[src/rtl/vlayer_bus_pkg.sv]
package vlayer_bus_pkg;
  // Distance from base to idx walking upward around a ring of n layers.
  function automatic int ring_dist(input int idx, input int base, input int n);
    return (idx - base + n) % n;
  endfunction
endpackage

[src/rtl/vlayer_slot_lane.sv]
module vlayer_slot_lane #(
  parameter int N = 4
) (
  input  logic         clk,
  input  logic         rst_n,
  input  logic         load_i,
  input  logic         req_i,
  input  logic [N-1:0] pat_i,
  output logic         en_o
);
  logic [N-1:0] sr_q;

  always_ff @(posedge clk) begin
    if (!rst_n) sr_q <= '0;
    else if (load_i) sr_q <= pat_i;
    else sr_q <= sr_q >> 1;
  end

  assign en_o = sr_q[0];

  // A slot owed since the last boundary must be served before the next one.
  logic owed_q;
  always_ff @(posedge clk) begin
    if (!rst_n) owed_q <= 1'b0;
    else if (load_i) owed_q <= req_i;
    else if (en_o) owed_q <= 1'b0;
  end

  p_slot_served_r6: assert property (@(posedge clk) disable iff (!rst_n)
    (load_i && !en_o) |-> !owed_q);
  p_no_slot_unasked_r2: assert property (@(posedge clk) disable iff (!rst_n)
    (load_i && !req_i) |=> !en_o);
endmodule

[src/rtl/vlayer_frame_arb.sv]
module vlayer_frame_arb #(
  parameter int N  = 4,
  parameter int LW = (N > 1) ? $clog2(N) : 1,
  parameter int CW = $clog2(N + 1)
) (
  input  logic           clk,
  input  logic           rst_n,
  input  logic [N-1:0]   req_i,
  output logic           load_o,
  output logic [N*N-1:0] pat_o
);
  import vlayer_bus_pkg::*;

  logic [CW-1:0] left_q;
  logic [LW-1:0] ptr_q;
  logic          boundary;

  assign boundary = (left_q <= CW'(1));
  assign load_o   = boundary;

  // Slot position of each requester: requesters ahead of it in rotated order.
  always_comb begin
    pat_o = '0;
    for (int l = 0; l < N; l++) begin
      int cnt;
      cnt = 0;
      for (int j = 0; j < N; j++) begin
        if (req_i[j] && (ring_dist(j, int'(ptr_q), N) < ring_dist(l, int'(ptr_q), N)))
          cnt++;
      end
      if (req_i[l]) pat_o[l*N +: N] = N'(1) << cnt;
    end
  end

  always_ff @(posedge clk) begin
    if (!rst_n) begin
      left_q <= '0;
      ptr_q  <= '0;
    end else if (boundary) begin
      left_q <= CW'($countones(req_i));
      if (|req_i) ptr_q <= (ptr_q == LW'(N - 1)) ? '0 : ptr_q + 1'b1;
    end else begin
      left_q <= left_q - 1'b1;
    end
  end

  p_ptr_moves_r5: assert property (@(posedge clk) disable iff (!rst_n)
    (boundary && (|req_i)) |=> (ptr_q != $past(ptr_q)));
  p_ptr_holds_r5: assert property (@(posedge clk) disable iff (!rst_n)
    (boundary && !(|req_i)) |=> $stable(ptr_q));
endmodule

[src/rtl/vlayer_xfer.sv]
module vlayer_xfer #(
  parameter int N  = 4,
  parameter int W  = 128,
  parameter int LW = (N > 1) ? $clog2(N) : 1
) (
  input  logic [N-1:0]    en_i,
  input  logic [N-1:0]    tx_valid_i,
  input  logic [N*W-1:0]  tx_data_i,
  input  logic [N*LW-1:0] tx_dest_i,
  output logic [N-1:0]    rx_valid_o,
  output logic [W-1:0]    rx_data_o
);
  logic [LW-1:0] dest;
  logic          fire;

  always_comb begin
    rx_data_o = '0;
    dest      = '0;
    fire      = 1'b0;
    for (int l = 0; l < N; l++) begin
      if (en_i[l]) begin
        rx_data_o = tx_data_i[l*W +: W];
        dest      = tx_dest_i[l*LW +: LW];
        fire      = tx_valid_i[l];
      end
    end
    rx_valid_o = '0;
    for (int l = 0; l < N; l++)
      if (fire && (dest == LW'(l))) rx_valid_o[l] = 1'b1;
  end

  always_comb begin
    a_single_receiver_r8: assert ($onehot0(rx_valid_o));
  end
endmodule

[src/rtl/vlayer_bus.sv]
module vlayer_bus #(
  parameter int N  = 4,
  parameter int W  = 128,
  parameter int LW = (N > 1) ? $clog2(N) : 1
) (
  input  logic             clk,
  input  logic             rst_n,
  input  logic [N-1:0]     tx_valid,
  output logic [N-1:0]     tx_ready,
  input  logic [N*W-1:0]   tx_data,
  input  logic [N*LW-1:0]  tx_dest,
  output logic [N-1:0]     rx_valid,
  output logic [W-1:0]     rx_data
);
  logic           load;
  logic [N*N-1:0] pat;
  logic [N-1:0]   en;

  vlayer_frame_arb #(.N(N), .LW(LW)) u_arb (
    .clk(clk), .rst_n(rst_n), .req_i(tx_valid), .load_o(load), .pat_o(pat)
  );

  for (genvar l = 0; l < N; l++) begin : g_lane
    vlayer_slot_lane #(.N(N)) u_lane (
      .clk(clk), .rst_n(rst_n), .load_i(load), .req_i(tx_valid[l]),
      .pat_i(pat[l*N +: N]), .en_o(en[l])
    );
  end

  assign tx_ready = en;

  vlayer_xfer #(.N(N), .W(W), .LW(LW)) u_xfer (
    .en_i(en), .tx_valid_i(tx_valid), .tx_data_i(tx_data), .tx_dest_i(tx_dest),
    .rx_valid_o(rx_valid), .rx_data_o(rx_data)
  );

  p_one_driver_r3: assert property (@(posedge clk) disable iff (!rst_n)
    $onehot0(tx_ready));
  p_idle_quiet_r4: assert property (@(posedge clk) disable iff (!rst_n)
    (load && !(|tx_valid)) |=> !(|tx_ready));
  p_rx_needs_handshake_r1: assert property (@(posedge clk) disable iff (!rst_n)
    (|rx_valid) |-> (|(tx_valid & tx_ready)));
  p_empty_slot_silent_r7: assert property (@(posedge clk) disable iff (!rst_n)
    !(|(tx_valid & tx_ready)) |-> !(|rx_valid));
endmodule

[config.mk]
export PLATFORM = sky130hd
export DESIGN_NAME = vlayer_bus
export DESIGN_NICKNAME = d
export VERILOG_FILES = /design/src/rtl/vlayer_bus_pkg.sv /design/src/rtl/vlayer_slot_lane.sv /design/src/rtl/vlayer_frame_arb.sv /design/src/rtl/vlayer_xfer.sv /design/src/rtl/vlayer_bus.sv
export SDC_FILE = /design/constraint.sdc
export NUM_CORES = 1
export LEC_CHECK = 0
export BUFFER_PORTS_ARGS = -buffer_cell sky130_fd_sc_hd__buf_2
export CORE_AREA = 3 3 257 259
export CTS_CLUSTER_DIAMETER = 120
export DETAILED_ROUTE_END_ITERATION = 7
export DIE_AREA = 0 0 260 262
export PLACE_DENSITY_LB_ADDON = 0.1
export SLEW_MARGIN = 15
export SYNTH_ARGS = -nofsm -noshare
export SYNTH_HDL_FRONTEND = slang
export SYNTH_SLANG_ARGS = --single-unit
[constraint.sdc]
create_clock -name clk -period 4.1 [get_ports clk]
set_clock_uncertainty 0.05 [all_clocks]
set_input_delay 0.82 -clock clk [delete_from_list [all_inputs] [get_ports clk]]
set_output_delay 0.82 -clock clk [all_outputs]
set_load 0.02 [all_outputs]
==> metrics <==
worst vdd ir 0.000223 V; status completed; layout cells sized above 1 50.1%; Die ar. 0.0681 mm²; num ports 662; Setup WS pre-CTS approximately 960 ps; postcts setup bufs 0; detailed placer's ending HPWL 36.8 mm; DR vias between 8000 and 9000; clock share of power 4.6%; Synth Register Bits 21; DR iter-0 viols 501; achievable clock frequency roughly 310 MHz; H-tree levels 1; Via-to-Cell Ratio between 3 and 4; Arr. time, crit path 2310 ps; initial antenna violation count 34; CTS Sinks 21; GRT Total Usage 11.8%; Mapped Cells 780; fin worst setup slack 921 ps; later-pin clock latency in the skew report around 250 ps; minimum clock period approximately 3200 ps; Total Wirelength 45.0 mm; Most Crowded Layer GR met2; leak pwr 4.26 nW; met2 Track Usage GR 22.8%; Flop pwr share 7.7%; sequential area share after synthesis 8.05%; Final Cell Area 0.00941 mm²; largest net degree at the start of global routing 125; row cnt 93; crit start category flop; vias in the first global route 8416; clock-pin slew on the worst setup and hold paths roughly 60 ps; Worst Setup End Kind primary output; PostCTS Resize Cnt 0; Final ANT Viol Nets 0; die width 260 µm; final hold slack slightly below 400 ps; P_int 1.86 mW; TritonCTS clock tree yes; RSZ-0062 raised after global routing false; EDFF count, synth 0; DR WL/cell 20.3 µm; GR met3 Demand/Resource 3.14%; first-pass GRT wire length 60.3 mm; combinational share of power 87.8%; Yosys warning count 0; Area Growth Syn to Fin 80.3%; Initial Util roughly 8.1%; Final Hold Violating Endpoints 0; post-layout util 14.7%; maximum fanout count along the critical path 47; Final Max Slew Viols 0; number of buffers created by CTS 3; gpl congestion 0.776; Switch Pwr 2.68 mW; PwrDens 482 mW/mm²; Post-Place Cell Area 0.00931 mm²; Synth Cell Area 0.00522 mm²; grt total ovfl 0; root buffer cell clkbuf_16; fin crit share 77.5%; met1 usage 13.3%; die height 262 µm; Total Power about 4.5 mW; Max Root-Sink Buffers 2; asr flop ratio synth 0%; Slew headroom about 46%; syn_nets ~1300; fin cells 2223; DRT Pass-1 Iters 5; Placed Instances 2209; Port Buffers 661; Syn Area/Cell 6.70 µm²; TNS Setup 0 ps; top_reg_cell synth dfxtp_1; Setup Crit Path Kind flop to primary output; Net Sw Frac around three fifths; final setup vio count 0; Post-CTS Hold Buffers 0; Yosys cell types 40; Worst-Margin Slew 814 ps; fill count 7569; Layout Nets 1905; Max Cap Viol 0; core area approximately 0.064 mm²; Crit path required time 3230 ps; DRC 0; Worst Hold Class flop to flop
-- final timing paths --
| check | start | end | slack (ps) | cells after the start |
|---|---|---|---|---|
| worst max-delay path | g_lane[1].u_lane.sr_q[0] | rx_data[34] | 920 | 4 |
| worst min-delay path | u_arb.left_q[0] | u_arb.left_q[0] | 390 | 1 |
| worst max register to register | u_arb.ptr_q[1] | g_lane[0].u_lane.sr_q[1] | 2020 | 8 |
| worst min register to register | u_arb.left_q[0] | u_arb.left_q[0] | 390 | 1 |
-- cell type report --
| class | count | area (µm²) | share of cell area (%) |
|---|---|---|---|
| Antenna cell | 10 | 25.0 | 0.266 |
| Clock buffer | 4 | 78.8 | 0.837 |
| Inverter | 20 | 75.1 | 0.797 |
| Multi-Input combinational cell | 643 | 4280 | 45.5 |
| Sequential cell | 21 | 432 | 4.59 |
| Tap cell | 855 | 1070 | 11.4 |
| Timing Repair Buffer | 670 | 3450 | 36.7 |
-- logic make-up after synthesis --
family                     synth area share (%)
AOI/OAI and AO/OA                          43.9
xor gates and xnor gates                  0.671
adders and majority gates                  4.94
buffers and inverters                      9.94
DFF                                        8.05
muxes                                     0.767
and+or+nand+nor                            31.7
-- worst max-delay path, stage by stage (launching register included) --
cell	delay (ps)
dfxtp_4	490
buf_4	550
a221oi_1	220
o31ai_1	480
buf_2	260
-- Yosys cell counts, drive strengths merged, types with 2 or more instances --
cell,count,share of area [%]
nand2,140,10
dfxtp,21,8.0
xor2,4,0.67
a21oi,5,0.55
o31ai,131,19
nor2b,131,16
buf,47,5.0
inv,20,1.4
mux2i,4,0.77
nor3,4,0.38
nand3b,3,0.43
o21ai,17,1.6
nand3,20,1.9
a221oi,127,21
ha,19,4.6
nand4b,2,0.34
nand4bb,2,0.43
nor2,12,0.86
and2,4,0.48
clkbuf,49,3.5
a211oi,6,0.96
-- flip-flops by register name (all words and copies together) (netlist names) --
register / count
g_lane.u_lane.sr_q: 16
u_arb.left_q: 3
u_arb.ptr_q: 2
-- power groups by stage --
stage               clock network, mW  registers [mW]  logic, mW
floorplan                           0           0.274       2.62
global placement                    0           0.358       4.08
detailed placement                  0           0.361       4.06
CTS                             0.220           0.356       4.06
global route                    0.222           0.365       4.37
finish                          0.208           0.348       3.98
-- metal layers --
| layer | vias up | wire length [µm] |
|---|---|---|
| met5 | - | 110 |
| met1 | 3934 | 16600 |
| li1 | 4134 | - |
| met4 | 16 | 386 |
| met2 | 347 | 24400 |
| met3 | 56 | 3530 |
-- layout by cell type (no fill, tap or decap), types with 6 or more instances in the layout --
| master | n |
|---|---|
| a221oi_1 | 127 |
| buf_12 | 6 |
| buf_2 | 661 |
| dfxtp_1 | 18 |
| diode_2 | 10 |
| ha_1 | 19 |
| inv_1 | 20 |
| nand2_1 | 140 |
| nand3_1 | 20 |
| nor2_1 | 12 |
| nor2b_1 | 130 |
| o21ai_0 | 16 |
| o31ai_1 | 131 |
(Power assumes the default switching activity.)
